[src/rtl/cpb_pkg.sv]
// Shared types and command encodings for the command/data port buffer
// controller. Assumes 16-bit host words and a 7-bit operation field.
package cpb_pkg;

    typedef enum logic [1:0] {
        MODE_IDLE  = 2'd0,
        MODE_COUNT = 2'd1,
        MODE_BUF   = 2'd2
    } mode_t;

    localparam logic [6:0] OP_COUNT   = 7'h22;
    localparam logic [6:0] OP_BUF_PIO = 7'h40;
    localparam logic [6:0] OP_BUF_DMA = 7'h41;

    typedef struct packed {
        logic cmd_wr;
        logic pio_wr;
        logic pio_rd;
        logic dma_wr;
        logic dma_rd;
    } bus_evt_t;

endpackage

[src/rtl/cpb_strobe_decode.sv]
// Turns host strobes into one-cycle events on their release edge.
// Assumes the host never asserts rd_n and wr_n together and holds
// cs_n, addr, dma_ack_n and data_in stable until one clock after release.
module cpb_strobe_decode
    import cpb_pkg::*;
(
    input  logic       clk,
    input  logic       rst_n,
    input  logic       cs_n,
    input  logic [1:0] addr,
    input  logic       rd_n,
    input  logic       wr_n,
    input  logic       dma_ack_n,
    output bus_evt_t   evt
);

    logic rd_q, wr_q;
    logic wr_rel, rd_rel, cmd_sel, dat_sel, dma_sel;

    // Remember the previous strobe levels for release detection.
    always_ff @(posedge clk) begin
        if (!rst_n) begin
            rd_q <= 1'b1;
            wr_q <= 1'b1;
        end else begin
            rd_q <= rd_n;
            wr_q <= wr_n;
        end
    end

    // Classify a release by port and channel.
    always_comb begin
        wr_rel     = wr_n & ~wr_q;
        rd_rel     = rd_n & ~rd_q;
        dma_sel    = ~dma_ack_n;
        cmd_sel    = ~cs_n & dma_ack_n & (addr == 2'b11);
        dat_sel    = ~cs_n & dma_ack_n & (addr == 2'b10);
        evt.cmd_wr = wr_rel & cmd_sel;
        evt.pio_wr = wr_rel & dat_sel;
        evt.pio_rd = rd_rel & dat_sel;
        evt.dma_wr = wr_rel & dma_sel;
        evt.dma_rd = rd_rel & dma_sel;
    end

    // one release never yields two events.
    assert_single_event_R11: assert property (@(posedge clk) disable iff (!rst_n)
        $past(rd_n | wr_n) |-> $onehot0(evt));

endmodule

[src/rtl/cpb_buffer_ram.sv]
// Word buffer: synchronous write, combinational read.
// Assumes a single writer; depth is a parameter.
module cpb_buffer_ram #(
    parameter int DEPTH  = 64,
    parameter int DATA_W = 16,
    localparam int PTR_W = $clog2(DEPTH)
) (
    input  logic              clk,
    input  logic              we,
    input  logic [PTR_W-1:0]  addr,
    input  logic [DATA_W-1:0] wdata,
    output logic [DATA_W-1:0] rdata
);

    logic [DATA_W-1:0] mem [DEPTH];

    // Store a word on write enable.
    always_ff @(posedge clk) begin
        if (we) mem[addr] <= wdata;
    end

    // Present the addressed word.
    assign rdata = mem[addr];

endmodule

[src/rtl/cpb_sequencer.sv]
// Command decode, byte-count register, word budget, pointer and flags.
// Assumes at most one bus event per cycle (guaranteed by the decoder).
module cpb_sequencer
    import cpb_pkg::*;
#(
    parameter int DEPTH  = 64,
    parameter int DATA_W = 16,
    localparam int PTR_W = $clog2(DEPTH),
    localparam int WL_W  = $clog2(DEPTH + 1)
) (
    input  logic              clk,
    input  logic              rst_n,
    input  bus_evt_t          evt,
    input  logic [DATA_W-1:0] din,
    output logic              ram_we,
    output logic [PTR_W-1:0]  ram_addr,
    output logic [DATA_W-1:0] count_q,
    output mode_t             mode,
    output logic              dir_wr,
    output logic              dma_req,
    output logic              done,
    output logic              err
);

    logic             dma_q;
    logic [PTR_W-1:0] ptr;
    logic [WL_W-1:0]  words_left;
    logic [WL_W-1:0]  wl_load;
    logic [DATA_W:0]  half;
    logic             acc_wr, acc_rd, acc_dma, acc_any;
    logic             chan_ok, dir_ok, accept;
    logic [6:0]       op;

    // Word budget from the byte count: round up, at least one, at most DEPTH.
    always_comb begin
        half = ({1'b0, count_q} + 1'b1) >> 1;
        if (half == '0)
            wl_load = WL_W'(1);
        else if (half > (DATA_W+1)'(DEPTH))
            wl_load = WL_W'(DEPTH);
        else
            wl_load = WL_W'(half);
    end

    // Decide whether a data access belongs to the current cycle.
    always_comb begin
        acc_wr  = evt.pio_wr | evt.dma_wr;
        acc_rd  = evt.pio_rd | evt.dma_rd;
        acc_dma = evt.dma_wr | evt.dma_rd;
        acc_any = acc_wr | acc_rd;
        chan_ok = (mode == MODE_BUF && dma_q) ? acc_dma : ~acc_dma;
        dir_ok  = dir_wr ? acc_wr : acc_rd;
        accept  = acc_any & chan_ok & dir_ok & (words_left != '0);
        op      = din[6:0];
    end

    assign ram_we   = accept & (mode == MODE_BUF) & dir_wr;
    assign ram_addr = ptr;

    // Cycle state: command load, word stepping and flag updates.
    always_ff @(posedge clk) begin
        if (!rst_n) begin
            mode       <= MODE_IDLE;
            dir_wr     <= 1'b0;
            dma_q      <= 1'b0;
            ptr        <= '0;
            words_left <= '0;
            count_q    <= '0;
            dma_req    <= 1'b0;
            done       <= 1'b0;
            err        <= 1'b0;
        end else if (evt.cmd_wr) begin
            dir_wr <= din[7];
            ptr    <= '0;
            done   <= 1'b0;
            err    <= 1'b0;
            if (op == OP_COUNT) begin
                mode       <= MODE_COUNT;
                words_left <= WL_W'(1);
                dma_q      <= 1'b0;
                dma_req    <= 1'b0;
            end else if (op[6:1] == OP_BUF_PIO[6:1]) begin
                mode       <= MODE_BUF;
                words_left <= wl_load;
                dma_q      <= op[0];
                dma_req    <= op[0];
            end else begin
                mode       <= MODE_IDLE;
                words_left <= '0;
                dma_q      <= 1'b0;
                dma_req    <= 1'b0;
            end
        end else if (acc_any) begin
            if (accept) begin
                ptr        <= ptr + 1'b1;
                words_left <= words_left - 1'b1;
                if (mode == MODE_COUNT && dir_wr) count_q <= din;
                if (words_left == WL_W'(1)) begin
                    done    <= 1'b1;
                    dma_req <= 1'b0;
                end
            end else begin
                err <= 1'b1;
            end
        end
    end

    // done only once the budget is spent.
    assert_done_empty_R5: assert property (@(posedge clk) disable iff (!rst_n)
        done |-> (words_left == '0));

    // a rejection leaves pointer and budget where they were.
    assert_reject_hold_R6: assert property (@(posedge clk) disable iff (!rst_n)
        $rose(err) |-> ($stable(ptr) && $stable(words_left)));

    // the budget never grows without a command.
    assert_budget_down_R7: assert property (@(posedge clk) disable iff (!rst_n)
        !evt.cmd_wr |=> (words_left <= $past(words_left)));

    // a command restarts the cycle cleanly.
    assert_cmd_restart_R8: assert property (@(posedge clk) disable iff (!rst_n)
        evt.cmd_wr |=> (ptr == '0 && !done && !err));

    // request only inside an unfinished DMA buffer cycle.
    assert_req_in_dma_R9: assert property (@(posedge clk) disable iff (!rst_n)
        dma_req |-> (mode == MODE_BUF && dma_q && words_left != '0));

    // err is sticky until the next command.
    assert_err_sticky_R6: assert property (@(posedge clk) disable iff (!rst_n)
        (err && !evt.cmd_wr) |=> err);

endmodule

[src/rtl/cmdport_buffer_ctrl.sv]
// Top: host command/data port access to an internal word buffer.
// Assumes the host honours the strobe hold rules of cpb_strobe_decode.
module cmdport_buffer_ctrl
    import cpb_pkg::*;
#(
    parameter int DEPTH  = 64,
    parameter int DATA_W = 16
) (
    input  logic              clk,
    input  logic              rst_n,
    input  logic              cs_n,
    input  logic [1:0]        addr,
    input  logic              rd_n,
    input  logic              wr_n,
    input  logic              dma_ack_n,
    input  logic [DATA_W-1:0] data_in,
    output logic [DATA_W-1:0] data_out,
    output logic              dma_req,
    output logic              done,
    output logic              err
);

    localparam int PTR_W = $clog2(DEPTH);

    bus_evt_t          evt;
    logic              ram_we;
    logic [PTR_W-1:0]  ram_addr;
    logic [DATA_W-1:0] ram_rdata;
    logic [DATA_W-1:0] count_q;
    mode_t             mode;
    logic              dir_wr;

    cpb_strobe_decode u_dec (
        .clk       (clk),
        .rst_n     (rst_n),
        .cs_n      (cs_n),
        .addr      (addr),
        .rd_n      (rd_n),
        .wr_n      (wr_n),
        .dma_ack_n (dma_ack_n),
        .evt       (evt)
    );

    cpb_sequencer #(.DEPTH(DEPTH), .DATA_W(DATA_W)) u_seq (
        .clk      (clk),
        .rst_n    (rst_n),
        .evt      (evt),
        .din      (data_in),
        .ram_we   (ram_we),
        .ram_addr (ram_addr),
        .count_q  (count_q),
        .mode     (mode),
        .dir_wr   (dir_wr),
        .dma_req  (dma_req),
        .done     (done),
        .err      (err)
    );

    cpb_buffer_ram #(.DEPTH(DEPTH), .DATA_W(DATA_W)) u_ram (
        .clk   (clk),
        .we    (ram_we),
        .addr  (ram_addr),
        .wdata (data_in),
        .rdata (ram_rdata)
    );

    // Read data source for the current read cycle, zero otherwise.
    always_comb begin
        if (mode == MODE_COUNT && !dir_wr)
            data_out = count_q;
        else if (mode == MODE_BUF && !dir_wr)
            data_out = ram_rdata;
        else
            data_out = '0;
    end

    // nothing is requested or flagged in the cycle after reset.
    assert_reset_quiet_R1: assert property (@(posedge clk)
        !rst_n |=> (!dma_req && !done && !err && data_out == '0));

endmodule

[config.mk]
export PLATFORM = sky130hd
export DESIGN_NAME = cmdport_buffer_ctrl
export DESIGN_NICKNAME = d
export VERILOG_FILES = /design/src/rtl/cpb_pkg.sv /design/src/rtl/cpb_strobe_decode.sv /design/src/rtl/cpb_buffer_ram.sv /design/src/rtl/cpb_sequencer.sv /design/src/rtl/cmdport_buffer_ctrl.sv
export SDC_FILE = /design/constraint.sdc
export NUM_CORES = 1
export LEC_CHECK = 0
export ABC_AREA = 1
export BUFFER_PORTS_ARGS = -buffer_cell sky130_fd_sc_hd__buf_2
export CAP_MARGIN = 0
export CORE_ASPECT_RATIO = 1.4
export CORE_MARGIN = 8
export CORE_UTILIZATION = 51
export CTS_BUF_LIST = sky130_fd_sc_hd__clkbuf_4 sky130_fd_sc_hd__clkbuf_8
export DETAILED_ROUTE_END_ITERATION = 6
export PLACE_DENSITY_LB_ADDON = 0.05
export SLEW_MARGIN = 5
export SYNTH_ARGS = -nofsm -noshare
export SYNTH_HDL_FRONTEND = slang
export SYNTH_SLANG_ARGS = --single-unit
[constraint.sdc]
create_clock -name clk -period 9.3 [get_ports clk]
set_input_delay 2.325 -clock clk [delete_from_list [all_inputs] [get_ports clk]]
set_output_delay 2.325 -clock clk [all_outputs]
set_load 0.02 [all_outputs]
* Yosys cells after proc, flatten, opt, wreduce, memory -nomap -nowiden
Memories as Yosys holds them, arrays and structs flattened. A register that Yosys moved wholly into a read port is not among the register bits.
Index checks and enable logic that the tools add are counted.
** Word-level totals
- Register bits :: 38
- Bits in latches :: 0
- Bits in writable memories :: 1024
- Bits in read-only memories :: 0
- Input bits :: 24
- Output and inout bits :: 19
- Word-level logic and storage cells :: 90
- Memories :: 1
** Cells by class
- Add/subtract/negate cells :: 3
- $mul :: 0
- Divide/modulo/power cells :: 0
- Magnitude comparators :: 1
- Equality and inequality tests :: 7
- Shift operators :: 0
- Muxes and demuxes :: 23
- Bitwise logic cells :: 27
- Reductions and logical operators :: 17
** Memory list
- u_ram.mem :: words 64, bits a word 16, rd ports 1, clocked after memory_dff 1, wr ports 1, line cpb_buffer_ram.sv:15 : logic [DATA_W-1:0] mem [DEPTH];
** Operators with widths (count)
- $mux 7 :: 7
- $mux 16 :: 2
- $add 16x1->17 const B :: 1
- $logic_not 17->1 :: 1
- $gt 16x7->1 const B :: 1
- $and 1x1->1 :: 15
- $mux 6 :: 2
- $mux 1 :: 10
- $not 1->1 :: 8
- $eq 7x1->1 const B :: 1
- $eq 7x6->1 const B :: 1
- $reduce_bool 7->1 :: 1
- $sub 7x1->7 const B :: 1
- $add 6x1->6 const B :: 1
- $eq 2x2->1 const B :: 3
- $eq 6x6->1 const B :: 1
- $reduce_and 2->1 :: 3
- $reduce_and 3->1 :: 2
- $reduce_bool 2->1 :: 3
- $logic_and 1x1->1 :: 4
- $mux 2 :: 2
- $or 1x1->1 :: 4
- $reduce_and 4->1 :: 1
- $eq 2x1->1 const B :: 1
- 2 further kinds :: 2

* Depth between registers and ports, before layout
Gate-level depths: netlist (run 1).
- Depth in word-level cells :: 13
- Mapped depth :: 15

* By module
Synthesis (run 1) repeated with hierarchy kept, for this count alone.
** Unflattened totals
- Cells, all modules :: 4612
- Area total of the unflattened synthesis :: 45723.9 um^2
** Modules (own cells, without submodules)
- cpb_buffer_ram :: instances 1, cells an instance 4240, area an instance 43249.0 um^2, seq. area each 30749.5 um^2
- cpb_sequencer :: instances 1, cells an instance 291, area an instance 1965.6 um^2, seq. area each 720.7 um^2
- cmdport_buffer_ctrl :: instances 1, cells an instance 60, area an instance 392.9 um^2, seq. area each 0.0 um^2
- cpb_strobe_decode :: instances 1, cells an instance 21, area an instance 116.4 um^2, seq. area each 40.0 um^2

* Worst setup path before layout (run 1)
Ideal clock, no wire load.
- Kind :: input port to flip-flop
- From :: input port addr[0]
- To :: memory u_ram.mem[63][0] (enable)
- Arrival :: 4.185 ns
- Data required time :: 8.891 ns
- Path slack :: 4.706 ns
- Stages on the path :: 7
- Buffers on the path :: 0
- Path through :: o31ai_2 nand2_1 nor2_2 nand2_4 inv_2 nand2_1 nor3_1
** Between the ends
- Cells in the longest elaborated chain, start to end :: 12
** RTL lines
- from (decl) :: line cmdport_buffer_ctrl.sv:12 : input logic [1:0] addr,
- $eq 2x2->1 * :: line cpb_strobe_decode.sv:37 : dat_sel = ~cs_n & dma_ack_n & (addr == 2'b10);
- $and 1x1->1 * :: line cpb_strobe_decode.sv:37
- $and 1x1->1, on equally long branches :: line cpb_strobe_decode.sv:39, cpb_strobe_decode.sv:40
- $or 1x1->1, on equally long branches :: line cpb_sequencer.sv:47, cpb_sequencer.sv:48
- $or 1x1->1 :: line cpb_sequencer.sv:50 : acc_any = acc_wr | acc_rd;
- $and 1x1->1 :: line cpb_sequencer.sv:53 : accept = acc_any & chan_ok & dir_ok & (words_left != '0);
- $and 1x1->1 * (2 in series) :: line cpb_sequencer.sv:53
- $and 1x1->1 * (2 in series) :: line cpb_sequencer.sv:57 : assign ram_we = accept & (mode == MODE_BUF) & dir_wr;
- $mux 1 * :: line cpb_buffer_ram.sv:19 : if (we) mem[addr] <= wdata;
- $mux 1 (implied by the code) * :: line cpb_buffer_ram.sv:19
- to (decl) :: line cpb_buffer_ram.sv:15
Mark *: on every way between the ends. The rest lies on a longest branch, timed or not.

==> results of run 1 <==
-- kinds of logic after synthesis --
logic type,count (synthesis)
adders and majority gates,5
xor gates and xnor gates,6
AOI/OAI and AO/OA,86
and+or+nand+nor,2423
buffers and inverters,283
DFF,1068
-- worst max-delay path, delay by kind of cell, from the launching register on --
| kind | cells | cell delay, ns |
|---|---|---|
| compound gates | 1 | 0.13 |
| buf+inv | 3 | 1.50 |
| simple gates | 9 | 1.38 |
| flops | 1 | 0.61 |
-- area by class of cell --
cell class	count	area share
Timing Repair Buffer	145	0.0211
Antenna cell	1	0.0000517
Multi-Input combinational cell	2520	0.224
Tap cell	1096	0.0284
Sequential cell	1068	0.654
Inverter	53	0.00466
Clock buffer	210	0.0543
Clock inverter	81	0.0126
-- state kept, by name, indices dropped and copies added, names as in the netlist, named ones only --
name and flops:
u_seq.dma_q 1, u_seq.dir_wr 1, u_seq.err 1, u_seq.mode 2, u_seq.count_q 16, u_dec.rd_q 1, u_ram.mem 1024, u_seq.words_left 7
u_seq.dma_req 1, u_dec.wr_q 1, u_seq.done 1, u_seq.ram_addr 6
-- placed cells by master (no fill, tap or decap), types with 3 or more instances in the layout --
master / synthesis / layout
dfxtp_4: 0 / 3
a21oi_1: 45 / 45
o21ai_1: 16 / 16
edfxtp_1: 1024 / 1024
dfxtp_1: 44 / 40
buf_2: 117 / 42
ha_1: 5 / 5
xnor2_1: 3 / 3
nor2_2: 4 / 4
nor2_1: 101 / 101
buf_12: 0 / 3
nand2_1: 1425 / 1425
nor3_1: 7 / 6
clkbuf_4: 0 / 42
clkinv_2: 0 / 15
inv_1: 46 / 45
nand3_2: 3 / 3
xor2_1: 3 / 3
clkbuf_8: 0 / 168
clkinvlp_4: 0 / 4
inv_2: 5 / 4
bufinv_16: 0 / 10
buf_4: 41 / 100
nand3_1: 870 / 870
clkinv_1: 1 / 51
o21ai_0: 20 / 20
-- through the flow --
| stage | cells | utilization | power [mW] | hold WS, ns | area (sq um) |
|---|---|---|---|---|---|
| floorplan | 3871 | - | 5.43 | 0.446 | 44000 |
| global placement | 4882 | 0.527 | 5.55 | 0.441 | 45100 |
| detailed placement | 4882 | 0.527 | 5.56 | 0.446 | 45100 |
| CTS | 5173 | 0.565 | 9.46 | 0.457 | 48400 |
| global route | 5174 | 0.565 | 9.65 | 0.493 | 48400 |
| finish | 5174 | 0.565 | 9.38 | 0.454 | 48400 |
-- final timing paths --
check / start / to / slack (ns)
max: register / data_out[9] / 1.97
min: u_seq.done$_SDFFE_PP0P_ / u_seq.done$_SDFFE_PP0P_ / 0.45
max reg2reg: u_seq.words_left[0]$_SDFFE_PN0P_ / u_ram.mem[34][10]$_DFFE_PP_ / 5.55
min reg2reg: u_seq.done$_SDFFE_PP0P_ / u_seq.done$_SDFFE_PP0P_ / 0.45
-- routing by layer --
metal	track usage	share of wire
met2	0.429	0.48
met1	0.341	0.41
met4	0.119	0.045
met5	0	0
met3	0.0495	0.069
-- power breakdown --
part	internal (mW)	leakage (nW)	switching, mW
clock	2.12	1.69	1.81
sequential	5.27	9.56	0.00239
combinational	0.0288	6.19	0.156
total	7.41	17.4	1.97
==> qor.yml, run 1 <==
finalSetupViolations: 0
grtUsageTotal: 0.263
syn_area_per_cell_sq_um: 11.4
design.die.area_sq_mm: 0.0961
wl_per_cell_um: 24.7
slowest_delay_ns: 0.67
synthFlopType: "edfxtp_1"
yosys-top-cells-area: "edfxtp_1 (70%), nand2_1 (12%), nand3_1 (9.9%)"
irDropWorstVdd_mv: 0.157
synthCells: 3871
crit_path_end_kind: "output pin"
ys_ff_latch: 1068
initial_utilization: 0.514
cts_tree: "done"
synth_edf_count: 1024
nFillCells: 7286
route.detailed.drc: 0
start_kind: "register"
postCtsResizedCells: 0
post_cts.repair.setup_buffers: 0
worst_slew_pin_slew_ns: 1.17
drt_iter0_drc: 3005
core_sq_mm: 0.0856
max_cap_violations: 0
fin_tns_setup_ns: 0
hold_class: "register to register"
grt_pass1_wl_um: 188000
port_buffers: 42
setup_ws_ns: 1.97
multi_input_area_sq_mm: 0.0109
cp_max_fo: 207
synth_top_area_frac: 0.699
synth_xor_area_frac: 0.00119
area_growth_pct: 9.85
crit_chain: "buf_12 -> buf_12 -> nand2_1 -> nand3_1 -> nand3_1 -> nand2_1 -> nand2_1 -> nand3_1 -> o21ai_1 -> nand2_1 -> nand3_1 -> nand2_1 -> buf_2"
slowest_stage: "buf_12"
grt_pass1_vias: 29400
crit_required_ns: 6.98
cts.reportedPaths.clkPinSlew_ns: 0.07
hold_viol: 0
critPathMostFrequentCell: "nand2_1"
post-route-period-util: 0.788
finalMaxSlewViolations: 0
syn_nets: 3900
place_hpwl_um: 70300
yosysSeqAreaShare: 0.719
cp.arrival_ns: 5.00
synth_top_family_by_area: "simple AND/OR/NAND/NOR gates"
p_leak_nw: 17.4
drtAntennaViolNets: 0
ys_types: 36
p_per_area_mw_per_mm2: 194
reg2regPathDepth: 10
regArea_sq_mm: 0.0316
yosysMostFrequentCell: "nand2_1"
synth_area_leader_cell: "edfxtp_1"
cts_made_buffers: 162
gr-total-overflow: 0
max_freq_ghz: 0.137
holdPathStages: 2
run_status: "finished clean"
grt_max_degree: 270
die_x_um: 264
rsz0062_at_grt: "false"
synth_area_sq_mm: 0.0440
htree_levels: 4
dr.pass1.iters: 6
async_reset_ff_frac: 0
cts_sinks: 1068
antenna_found_initial: 2
drt_wl_total_um: 128000
viasPerCell: 5.80
nets: 3979
cts_buffer_depth: 3
fp.dieH_um: 364
clk_latency_ns: 0.85
clockRootBuffer: "clkbuf_8"
synth_simple_gate_area_share: 0.234
synthAdderAreaFrac: 0.00142
post-place-ws_ns: 3.04
drive_gt1_frac: 0.102
slew_headroom: 0.218
vias: 30000
synth_commonest_cells: "nand2_1 (1425), edfxtp_1 (1024), nand3_1 (870)"
num_io_pins: 43
cts_hold_buf: 0
clock_skew_ns: 0.0296
worstSetupPathType: "register to output pin"
synthMuxAreaShare: 0
synth_compound_area_frac: 0.0101
yosys_warnings: 0
rows: 127
place_congestion: 0.876
min_period_ns: 7.33
(Power assumes the default switching activity.)
==> inputs of run 2 (changes only) <==
Settings changed: ABC_AREA 1 to 0.
Clock period 9.3 ns to 7.33 ns, I/O delays scaled along.
==> run 2 against run 1 <==
Via count down 32%. Clock power up 21%. Routed wire length down 19%. Clock-buffer cell count up 10. Flip-flop and latch count unchanged. Clock skew down 0.0041 ns. Total power up 24%. Design area down 3.7%. Sequential power up 27%. Synthesized area down 5.1%. Largest cell class unchanged.
==> qor.yml, run 2 <==
async_reset_ff_frac: 0
ys_ff_latch: 1068
area_growth_pct: 11.5
drive_gt1_frac: 0.314
cts_hold_buf: 0
cts_buffer_depth: 3
clockRootBuffer: "clkbuf_8"
crit_chain: "buf_4 -> mux4_2 -> mux2_2 -> o22ai_1 -> nor3_1 -> a21oi_1 -> o21ai_1 -> buf_2"
dr.pass1.iters: 5
max_cap_violations: 0
synth_area_leader_cell: "edfxtp_1"
grt_pass1_vias: 21200
p_leak_nw: 14.1
largest-register: "u_ram.mem"
rsz0062_at_grt: "false"
fp.dieH_um: 355
initial_utilization: 0.513
die_x_um: 258
yosys_warnings: 0
yosysMostFrequentCell: "edfxtp_1"
crit_required_ns: 5.50
slowest_stage: "dfxtp_4"
worst_slew_pin_slew_ns: 1.12
viasPerCell: 6.10
crit_path_end_kind: "output pin"
syn_nets: 1995
worstSetupPathType: "register to output pin"
clk_latency_ns: 0.80
synth_area_sq_mm: 0.0418
synthFlopType: "edfxtp_1"
hold_viol: 0
synth_top_area_frac: 0.736
final_common_cell: "edfxtp_1"
rrSetupSlack_ns: 3.19
p_per_area_mw_per_mm2: 249
antenna_found_initial: 3
drt_iter0_drc: 1960
port_buffers: 42
finalMaxSlewViolations: 0
reg2regPathDepth: 5
irDropWorstVdd_mv: 0.173
finalSetupViolations: 0
yosysSeqAreaShare: 0.757
cts.reportedPaths.clkPinSlew_ns: 0.06
slowest_delay_ns: 0.88
fin_util: 0.572
nets: 2159
gr-total-overflow: 0
yosys-top-cells-area: "edfxtp_1 (74%), mux4_2 (15%), dfxtp_1 (2.1%)"
synth_commonest_cells: "edfxtp_1 (1024), mux4_2 (274), nor2_1 (94)"
slew_headroom: 0.250
rows: 124
post_cts.repair.setup_buffers: 0
fin_tns_setup_ns: 0
cts_tree: "done"
place_congestion: 0.862
max_freq_ghz: 0.165
reg_top3: "u_ram.mem (1024), u_seq.count_q (16), u_seq.words_left (7)"
syn_area_per_cell_sq_um: 21.2
run_status: "finished clean"
dp_cells: 3040
largest_register_ff_count: 1024
htree_levels: 4
vias: 20300
cp.arrival_ns: 4.23
grtUsageTotal: 0.229
post-route-period-util: 0.827
min_period_ns: 6.06
drt_wl_total_um: 104000
cts_sinks: 1068
cts_made_buffers: 159
ys_types: 60
core_sq_mm: 0.0815
design.die.area_sq_mm: 0.0914
synthCells: 1966
final_cell_mix: "edfxtp_1 (1024), mux4_2 (274), clkbuf_8 (167)"
drtAntennaViolNets: 0
cp_max_fo: 43
route.detailed.drc: 0
synth_edf_count: 1024
num_io_pins: 43
grt_max_degree: 77
fin_cells: 3329
place_hpwl_um: 60200
grt_pass1_wl_um: 151000
wl_per_cell_um: 31.2
hold_class: "register to register"
start_kind: "register"
postCtsResizedCells: 0
holdPathStages: 2
clock_skew_ns: 0.0256
==> run 2: cell count changes in the layout (fill, tap and decap cells not counted), moves of 39 or more <==
cell,previous run,this run
nand2_1,1425,33
mux4_2,0,274
mux2i_1,0,59
buf_4,100,61
nand3_1,870,10
==> run 2: final cells by class <==
| type | count | area [sq um] |
|---|---|---|
| antenna | 3 | 7.51 |
| clock buffer | 220 | 2700 |
| clock inverter | 66 | 422 |
| fill | 6117 | 34900 |
| inverter | 10 | 37.5 |
| multi-input combinational | 779 | 9580 |
| sequential | 1068 | 31600 |
| tap | 1071 | 1340 |
| timing repair buffer | 112 | 848 |
==> run 2: worst paths after layout <==
path                                                 from                    endpoint
worst max-delay path                             register                 data_out[8]
worst min-delay path             u_seq.dma_q$_SDFFE_PN0P_    u_seq.dma_q$_SDFFE_PN0P_
worst max register to register  u_seq.dir_wr$_SDFFE_PN0P_  u_ram.mem[28][1]$_DFFE_PP_
worst min register to register   u_seq.dma_q$_SDFFE_PN0P_    u_seq.dma_q$_SDFFE_PN0P_
==> run 2: cell families (layout without fill, tap and decap cells) <==
group | Yosys count | in the layout | share of synthesized area
flops | 1068 | 1068 | 0.757
buf+inv | 119 | 408 | 0.0151
compound gates | 162 | 162 | 0.0254
xor+xnor | 13 | 13 | 0.00273
other cells | 0 | 3 | 0
fa+ha+maj | 5 | 5 | 0.00150
simple gates | 240 | 240 | 0.0288
mux | 359 | 359 | 0.169
==> run 2: metal layers <==
metal  global-route usage  wire (um)  vias up  share of wire
met1                0.304      41800    10800           0.40
met4               0.0809       3180        2          0.031
met3               0.0411       6020      159          0.058
met5                    0         12        -        0.00012
met2                0.380      52800      733           0.51
li1                     -          -     8554              -
==> run 2: metrics by stage <==
stage / hold WS [ns] / instance area (sq um) / setup WS [ns] / total power [mW]
global route: 0.475 / 46600 / 1.08 / 12.0
CTS: 0.460 / 46600 / 1.16 / 11.7
global placement: 0.442 / 43400 / 1.73 / 6.97
finish: 0.465 / 46600 / 1.27 / 11.6
floorplan: 0.430 / 41800 / 2.86 / 6.84
detailed placement: 0.453 / 43400 / 1.72 / 6.98
==> run 2: power breakdown <==
part	total (mW)	internal, mW	switching, mW
clock network	4.76	2.52	2.24
registers	6.68	6.68	0.00231
logic	0.160	0.0228	0.138
==> run 2: critical path, delay by kind of cell (launching register included) <==
kind | cells | cell delay [ns]
AOI/OAI and AO/OA | 3 | 0.87
DFF | 1 | 0.88
buffers and inverters | 2 | 0.80
and+or+nand+nor | 1 | 0.07
muxes | 2 | 0.78
